## config.mk

```make
export PLATFORM = sky130hd
export DESIGN_NAME = rst_vec_intc
export DESIGN_NICKNAME = d
export VERILOG_FILES = /design/src/rtl/rst_vec_intc.sv
export SDC_FILE = /design/constraint.sdc
export NUM_CORES = 1
export LEC_CHECK = 0
export BUFFER_PORTS_ARGS = -buffer_cell sky130_fd_sc_hd__clkbuf_2
export CAP_MARGIN = 20
export CORE_MARGIN = 2
export CORE_UTILIZATION = 37
export DETAILED_ROUTE_END_ITERATION = 12
export PLACE_DENSITY = 0.83
export SKIP_LAST_GASP = 1
export SLEW_MARGIN = 20
export SYNTH_ARGS = -nofsm -noshare
export SYNTH_HDL_FRONTEND = slang
export SYNTH_SLANG_ARGS = --single-unit
```

## constraint.sdc

```tcl
create_clock -name clk -period 2.6 [get_ports clk]
set_clock_uncertainty 0.15 [all_clocks]
set_input_delay 0.13 -clock clk [delete_from_list [all_inputs] [get_ports clk]]
set_output_delay 0.13 -clock clk [all_outputs]
set_load 0.02 [all_outputs]
```

## src/rtl/rst_vec_intc.sv

```systemverilog
module rst_vec_intc #(
  parameter int NSRC = 7,
  parameter logic [7:0] CTRL_ADDR = 8'hF0,
  parameter int SS_CTL_BIT = 4,
  parameter int SS_LEVEL = 1,
  parameter logic [NSRC-1:0] SELF_CLR = 7'b0000011
) (
  input  logic            clk,
  input  logic            rst,
  input  logic [NSRC-1:0] src_set,
  input  logic [NSRC-1:0] src_clr,
  input  logic            bnd,
  input  logic            op_ei,
  input  logic            op_di,
  input  logic            op_hlt,
  input  logic            port_wr,
  input  logic [7:0]      port_addr,
  input  logic [7:0]      port_data,
  output logic            take,
  output logic [7:0]      vec_data,
  output logic [NSRC-1:0] irq_mask,
  output logic            ie_lamp,
  output logic            run_lamp,
  output logic            ss_on
);

  localparam logic [NSRC-1:0] SS_REQ  = NSRC'(1) << SS_LEVEL;
  localparam logic [7:0]      SS_FLD  = 8'd1 << SS_CTL_BIT;

  logic [NSRC-1:0] mask_q, low_bit, auto_clr, arm_bit;
  logic            ie_q, ei_arm_q, halted_q, ss_en_q, arm, ctl_hit;
  logic [2:0]      vnum;

  assign low_bit = mask_q & (~mask_q + NSRC'(1));

  always_comb begin
    vnum = 3'd0;
    for (int i = 0; i < NSRC; i++)
      if (low_bit[i]) vnum = 3'(i + 1);
  end

  assign take     = bnd & ie_q & (|mask_q);
  assign vec_data = take ? {2'b11, vnum, 3'b111} : 8'h00;
  assign auto_clr = take ? (low_bit & SELF_CLR) : '0;
  assign arm      = bnd & ss_en_q & ie_q & ~take;
  assign arm_bit  = arm ? SS_REQ : '0;
  assign ctl_hit  = port_wr & (port_addr == CTRL_ADDR);

  always_ff @(posedge clk) begin
    if (rst) mask_q <= '0;
    else     mask_q <= (mask_q & ~(src_clr | auto_clr)) | src_set | arm_bit;
  end

  always_ff @(posedge clk) begin
    if (rst) begin
      ie_q     <= 1'b0;
      ei_arm_q <= 1'b0;
    end else begin
      if (take || op_di)          ie_q <= 1'b0;
      else if (bnd && ei_arm_q)   ie_q <= 1'b1;
      if (op_di)                  ei_arm_q <= 1'b0;
      else if (op_ei)             ei_arm_q <= 1'b1;
      else if (bnd)               ei_arm_q <= 1'b0;
    end
  end

  always_ff @(posedge clk) begin
    if (rst)         halted_q <= 1'b0;
    else if (take)   halted_q <= 1'b0;
    else if (op_hlt) halted_q <= 1'b1;
  end

  always_ff @(posedge clk) begin
    if (rst)          ss_en_q <= 1'b0;
    else if (ctl_hit) ss_en_q <= (port_data & SS_FLD) != 8'd0;
  end

  assign irq_mask = mask_q;
  assign ie_lamp  = ie_q;
  assign run_lamp = ~halted_q;
  assign ss_on    = ss_en_q;

endmodule

```

---- After elaboration in Yosys (flattened, before gate mapping) ----
Index checks and enable logic that the tools add are counted.
W data, S select, Z words.
word-level totals
  output and inout port bits .............. 19
  memory bits (read-only) ................. 0
  memories kept ........................... 0
  bits in registers ....................... 11
  latch bits .............................. 0
  bits in writable memories ............... 0
  logic and storage cells ................. 41
  input bits .............................. 37
cells by class
  mux-type cells .......................... 12
  add/subtract/negate cells ............... 1
  magnitude comparators ................... 0
  multipliers ............................. 0
  equality and inequality tests ........... 1
  bitwise logic cells ..................... 15
  reductions and logical operators ........ 7
  div/mod/pow operators ................... 0
  shifts and indexed selects .............. 0
operators with widths
  operator               number
  $and A7 B7 Y7          2
  $not A7 Y7             2
  $or A7 B2 Y7           2
  $mux W3                4
  $eq A8 B8 Y1 const B   1
  $mux W2                4
  $mux W8                1
  $add A7 B1 Y7 const B  1
  $or A7 B7 Y7           1
  $reduce_or A7 Y1       1
  $and A1 B1 Y1          6
  $reduce_or A2 Y1       3
  $mux W1                3
  $not A1 Y1             2
  $reduce_bool A2 Y1     1
  $logic_and A1 B1 Y1    1
  $logic_or A1 B1 Y1     1

---- Longest topological paths before layout ----
Gate-level depths: netlist of the first run.
  depth in word-level cells ............... 11
  mapped depth ............................ 4
  mapped depth without buffers ............ 4

---- Worst setup path after synthesis of the first run ----
OpenSTA, ideal clock, no wires.
  path type ............................... reg2out
  start point ............................. register ie_q, in the netlist ie_lamp
  end point ............................... output port vec_data[0]
  stages on the path, launching flop included .. 4
  slack ................................... 827 ps
  data required time ...................... 2,320 ps
  buffers on the path ..................... 1
  data arrival time ....................... 1,493 ps
  path through ............................ dfxtp_1 -> nand2_1 -> a21oi_1 -> buf_4
between the ends
  cells in the longest elaborated chain, start to end .. 3
ends and longest elaborated chain
  item                         RTL line  text
  start, declared              31        logic ie_q, ei_arm_q, halted_q, ss_en_q, arm, ctl_hit;
  start signal, assigned       56        ie_q <= 1'b0;
  start signal, assigned       59        if (take || op_di) ie_q <= 1'b0;
  start signal, assigned       60        else if (bnd && ei_arm_q) ie_q <= 1'b1;
  $and A1 B1 Y1 (2 in series)  42        assign take = bnd & ie_q & (|mask_q);
  via take                     19        output logic take,
  $mux W8                      43        assign vec_data = take ? {2'b11, vnum, 3'b111} : 8'h00;
  end, declared                20        output logic [7:0] vec_data,
The timed path passes the listed nets, and every way through them passes these cells.

---- Worst setup path after layout of the first run ----
  start point ............................. register ie_q, in the netlist ie_lamp
  end point ............................... output port vec_data[0]
between the ends
  cells in the longest elaborated chain, start to end .. 3
ends and longest elaborated chain
  item                         RTL line
  $and A1 B1 Y1 (2 in series)  42
  $mux W8                      43
Every way passes these cells.

==> impl_metrics.csv, run 1 <==
group,metric,value,unit
setup_path,crit_fanout,7,
yosys,avgSynthCellArea,7.91,um^2
setup_path,cp-endpoint,"vec_data[0]",
final_layout,syn2layout_area_growth,72.4,%
floorplan,start_util,38.2,%
floorplan,rows,14,
timing,finalHoldViolCount,0,
final_layout,final_cell_mix,"48 x clkbuf_2, 16 x dlygate4sd3_1, 12 x nor2_1",
setup_path,worstPathArrival,1510,ps
place,dp_worst_setup_slack,1140,ps
timing,fin_tns_setup,0,ps
floorplan,fp.dieH,43.0,um
final_layout,layout_commonest_cell,"clkbuf_2",
clock_network,numCtsBuffers,3,
timing,fmax,558,MHz
power_and_ir_drop,leakage,0.517,nW
setup_path,start_kind,"flip-flop",
yosys,seq_area_frac_synth,39.2,%
power_and_ir_drop,p_int,0.000287,W
global_route,grt_antenna_before_repair,0,
global_route,grt-ovfl-total,0,
place,dp_hpwl,1120,um
setup_path,startpoint,"ie_lamp$_SDFFE_PP0P_",
min_path,worst_hold_path_type,"in2reg",
global_route,grt_start_max_net_pins,12,
yosys,ys_types,22,
clock_network,post_cts_buffers,0,
setup_path,rr_worst_depth,4,
place,gp_congestion,0.597,
route,drc,0,
timing,final_max_slew_viol_count,0,
setup_path,cp-end-kind,"primary output",
route,vias,721,
final_layout,layout-drive-gt1-share,42.1,%
setup_path,r2r_start,"ie_lamp$_SDFFE_PP0P_",
yosys,netlist_instances,71,
clock_network,htree_levels,1,
timing,slew_headroom,70.2,%
clock_network,post_cts_resized,0,
floorplan,dieArea,1850,um^2
power_and_ir_drop,seq_power_share,46.8,%
setup_path,r2r_slack,930,ps
run,max-cap-violations,0,
route,wl_per_cell,11.4,um
global_route,grt_pass1_wl,2660,um
place,io_buffers,48,
final_layout,final_nets,171,
clock_network,cts_tree,"built",
floorplan,die_w,43.0,um
status,status,"finished clean",
power_and_ir_drop,ir_worst_vdd,251,uV
clock_network,clockBufferDepth,2,
floorplan,num_io_pins,56,
yosys,netlist_area,562,um^2
setup_path,worst-setup-path-type,"reg2out",
setup_path,required,2320,ps
floorplan,design.core.area,1470,um^2
power_and_ir_drop,p_switching,0.000119,W
clock_network,cts-root-buf,"clkbuf_4",
yosys,synth_nets,108,
clock_network,cts_sinks,11,
global_route,grt.total_usage,19.2,%
power_and_ir_drop,p_sw_share,29.4,%
power_and_ir_drop,power_frac_comb,23.3,%
yosys,synth-seq-cells,11,
clock_network,ctsHoldBuffers,16,
route,first_iter_violations,8,
timing,rsz0062_at_grt,"false",
clock_network,clkTransAtPathRegs,80,ps
yosys,synth_warnings,0,
timing,tightest_slew,447,ps
setup_path,r2r_end,"irq_mask[0]$_SDFF_PP0_",
timing,timing.final.ws_setup,809,ps
route,routed_wl,1690,um
route,first_pass_iters,4,
min_path,whs_path_depth,4,
clock_network,clock_latency,270,ps
global_route,grt_pass1_vias,655,
timing,finalSetupViolations,0,
timing,fin_crit_sh,68.9,%
route,viasPerCell,4.84,
power_and_ir_drop,power_density,420,nW/um^2
timing,period_needed,1790,ps
route,drtAntennaViolNets,0,
power_and_ir_drop,clkPwrFrac,29.9,%
final_layout,diodes,0,
## logic make-up after synthesis
family / Yosys count / share of synthesized area (%)
buffers and inverters: 16 / 14.0
multiplexers: 2 / 4.45
flip-flops: 11 / 39.2
AO/OA/AOI/OAI: 14 / 15.6
AND/OR/NAND/NOR: 28 / 26.7
## worst max-delay path, stage by stage (launching register included)
cell and delay [ps]:
dfxtp_1 430, nand2_1 160, a21oi_1 400, clkbuf_2 260
## synthesized netlist by cell type
cell type | instances | area share, %
nor3_1 | 7 | 6.2
dfxtp_1 | 11 | 39
o211a_1 | 1 | 1.8
a32o_1 | 1 | 1.8
clkbuf_1 | 1 | 0.67
nor3_2 | 1 | 1.8
mux2i_1 | 1 | 1.8
buf_4 | 5 | 6.7
a21oi_2 | 1 | 1.6
o21ai_0 | 1 | 0.89
nor2_1 | 12 | 8.0
nand4_1 | 1 | 1.1
nand3_1 | 1 | 0.89
nor4_4 | 1 | 3.8
nor4bb_1 | 1 | 1.8
nor2b_1 | 1 | 1.1
nand2_1 | 3 | 2.0
mux2_4 | 1 | 2.7
a31oi_1 | 1 | 1.1
o21bai_1 | 1 | 1.3
a21oi_1 | 8 | 7.1
inv_1 | 10 | 6.7
## cell type report
| class | count | area, um^2 |
|---|---|---|
| repair buffers | 64 | 400 |
| multi-input cells | 44 | 263 |
| well taps | 16 | 20.0 |
| fillers | 134 | 503 |
| flip-flops and latches | 11 | 220 |
| clock inverters | 1 | 5.00 |
| inverters | 10 | 37.5 |
| clock buffers | 3 | 22.5 |
## per-stage QoR
| step | hold slack [ps] | std cells | utilization [%] | total power (W) | cell area [um^2] |
|---|---|---|---|---|---|
| global placement | 165 | 129 | 53.1 | 0.000265 | 781 |
| finish | 22.2 | 149 | 65.8 | 0.000407 | 968 |
| CTS | 15.7 | 149 | 65.8 | 0.000411 | 968 |
| floorplan | 47.8 | 71 | - | 0.000231 | 562 |
| global route | 48.0 | 149 | 65.8 | 0.000430 | 968 |
| detailed placement | 167 | 129 | 53.1 | 0.000268 | 781 |
## worst min path at each step
stage	from	end	slack, ps
floorplan	op_di	ie_lamp$_SDFFE_PP0P_	50
global placement	op_di	ie_lamp$_SDFFE_PP0P_	160
detailed placement	op_di	ie_lamp$_SDFFE_PP0P_	170
CTS	src_set[1]	irq_mask[1]$_SDFF_PP0_	20
global route	rst	ie_lamp$_SDFFE_PP0P_	50
finish	src_set[1]	irq_mask[1]$_SDFF_PP0_	20
## registers in the layout, indices dropped and copies added (netlist names)
register	cells
ss_on	1
irq_mask	7
ei_arm_q	1
halted_q	1
ie_lamp	1
## power by group through the flow
stage               clock network, W  registers, W   logic, W
CTS                         0.000127      0.000190  0.0000947
global route                0.000133      0.000192   0.000104
detailed placement                 0      0.000194  0.0000739
global placement                   0      0.000193  0.0000718
floorplan                          0      0.000201  0.0000304
finish                      0.000122      0.000190  0.0000949
## metal layers
| layer | part of all wire [%] | GRT usage [%] |
|---|---|---|
| met2 | 52 | 34.2 |
| met1 | 37 | 19.6 |
| met4 | 3.8 | 11.5 |
| met3 | 6.9 | 5.11 |
| met5 | 0 | 0 |
No activity file was read; power rests on OpenSTA's default activity.
==> run 2: changes to the inputs <==
--- a/config.mk
+++ b/config.mk
@@ -8,9 +8,9 @@
 export BUFFER_PORTS_ARGS = -buffer_cell sky130_fd_sc_hd__clkbuf_2
 export CAP_MARGIN = 20
 export CORE_MARGIN = 2
-export CORE_UTILIZATION = 37
+export CORE_UTILIZATION = 34
 export DETAILED_ROUTE_END_ITERATION = 12
-export PLACE_DENSITY = 0.83
+export PLACE_DENSITY = 0.77
 export SKIP_LAST_GASP = 1
 export SLEW_MARGIN = 20
 export SYNTH_ARGS = -nofsm -noshare
==> constraint.sdc (replaced) <==
create_clock -name clk -period 1.7 [get_ports clk]
set_clock_uncertainty 0.15 [all_clocks]
set_input_delay 0.085 -clock clk [delete_from_list [all_inputs] [get_ports clk]]
set_output_delay 0.085 -clock clk [all_outputs]
set_load 0.02 [all_outputs]
==> run 2 against run 1 <==
Net effect:
- register-to-register slack got worse by 820 ps
- critical path depth unchanged
- die area up 8.0%
- combinational power grew 62%
- flip-flop and latch count did not move
- clock-buffer cell count is 1 higher
- wire length grew 0.71%
- power is 54% higher
- largest cell class unchanged
- core utilization up 1.5 points
- design area rose by 5.9%
- sequential share of layout area is 1.3 points lower
==> impl_metrics.csv, run 2 (synthesis results as in run 1) <==
group,metric,value,unit
final_layout,final_cell_mix,"48 x clkbuf_2, 20 x dlygate4sd3_1, 12 x nor2_1",
status,status,"finished clean",
global_route,grt_start_max_net_pins,12,
min_path,worst_hold_path_type,"in2reg",
floorplan,num_io_pins,56,
global_route,met1_usage,18.6,%
global_route,grt_pass1_wl,2710,um
timing,final_max_slew_viol_count,0,
clock_network,numCtsBuffers,3,
power_and_ir_drop,p_total,0.000625,W
floorplan,design.core.area,1520,um^2
final_layout,post-route-cell-area,1030,um^2
route,drc,0,
final_layout,syn2layout_area_growth,82.6,%
setup_path,start_kind,"flip-flop",
final_layout,layout_commonest_cell,"clkbuf_2",
route,wl_per_cell,11.1,um
setup_path,worst-setup-path-type,"reg2out",
global_route,gr-usage-met3,6.94,%
global_route,use_met2,33.9,%
final_layout,layout-drive-gt1-share,42.8,%
place,io_buffers,48,
place,gp_congestion,0.692,
timing,fin_crit_sh,94.3,%
final_layout,final_nets,176,
floorplan,dieArea,1990,um^2
floorplan,fp.dieH,44.7,um
global_route,grt.total_usage,19.1,%
clock_network,clkTransAtPathRegs,70,ps
clock_network,cts_tree,"built",
power_and_ir_drop,power_density,609,nW/um^2
setup_path,cp-end-kind,"primary output",
floorplan,rows,14,
setup_path,worstPathArrival,1370,ps
floorplan,die_w,44.7,um
timing,slew_headroom,77.7,%
floorplan,start_util,36.9,%
route,drtAntennaViolNets,0,
power_and_ir_drop,ir_worst_vdd,444,uV
global_route,grt_antenna_before_repair,0,
global_route,grt-ovfl-total,0,
timing,finalHoldViolCount,0,
global_route,grt_busiest_layer,"met2",
clock_network,htree_levels,1,
timing,fin_tns_setup,0,ps
route,viasPerCell,4.74,
clock_network,cts-root-buf,"clkbuf_4",
power_and_ir_drop,leakage,0.542,nW
setup_path,crit_fanout,7,
route,first_pass_iters,4,
timing,rsz0062_at_grt,"false",
final_layout,diodes,0,
global_route,grt_pass1_vias,713,
clock_network,clockBufferDepth,2,
timing,fmax,624,MHz
timing,period_needed,1600,ps
route,first_iter_violations,1,
route,routed_wl,1710,um
timing,hold_slack,61.0,ps
route,vias,730,
clock_network,clock_latency,270,ps
timing,tightest_slew,330,ps
final_layout,largest_reg_flops,7,
place,dpl_cell_area,785,um^2
timing,finalSetupViolations,0,
clock_network,cts_sinks,11,
setup_path,required,1460,ps
run,max-cap-violations,0,
run 2: cell types whose count changed in the layout (fill, tap and decap cells not counted):
cell           change
dlygate4sd3_1      +4
buf_4              +1
a21oi_2            +1
nor3_2             +1
a21oi_1            -1
clkbuf_1           +1
clkinv_2           -1
nand2_2            +1
nor3_1             -1
nand2_1            -1
run 2: where the power goes:
| group | switching, W | internal, W | leakage, nW |
|---|---|---|---|
| sequential | 0.0000211 | 0.000272 | 0.0913 |
| clock | 0.0000874 | 0.0000907 | 0.0150 |
| combinational | 0.0000660 | 0.0000881 | 0.436 |
run 2: worst max-delay path, cell delays in order (launching register included):
cell and delay (ps):
dfxtp_1 370, nor4_4 390, a21oi_2 160, clkbuf_2 190
run 2: cell type report:
class	count	area, um^2
clock buffers	4	26.3
fillers	117	498
inverters	10	37.5
multi-input cells	44	274
flip-flops and latches	11	220
well taps	16	20.0
repair buffers	69	448
run 2: final timing paths:
kind | to | cells past startpoint | slack (ps) | from
max | vec_data[6] | 3 | 100 | irq_mask[6]$_SDFF_PP0_
min reg2reg | halted_q$_SDFFE_PP0P_ | 2 | 370 | halted_q$_SDFFE_PP0P_
min | irq_mask[1]$_SDFF_PP0_ | 5 | 60 | src_clr[1]
max reg2reg | irq_mask[0]$_SDFF_PP0_ | 4 | 110 | ie_lamp$_SDFFE_PP0P_
run 2: through the flow:
stage / std cells / util (%) / setup WS [ps]
after floorplan: 71 / - / 217
after global placement: 129 / 51.5 / 275
after detailed placement: 129 / 51.5 / 248
after CTS: 153 / 66.7 / 47.3
after global routing: 154 / 67.3 / 18.4
final: 154 / 67.3 / 97.7
run 2: timing repair:
action                                  in CTS  in global routing
resized for setup                            1                  1
pin swaps                                    0                  1
buffers inserted                             0                  1
endpoints found under the setup margin       1                  7
hold buffers                                20                  0
gates cloned                                 0                  0
hold endpoints to repair                    11                  0
run 2: routing by layer:
layer / vias up / share of wire [%]
li1: 368 / -
met1: 320 / 38
met2: 36 / 50
met3: 6 / 8.2
met4: 0 / 3.9
met5: - / 0
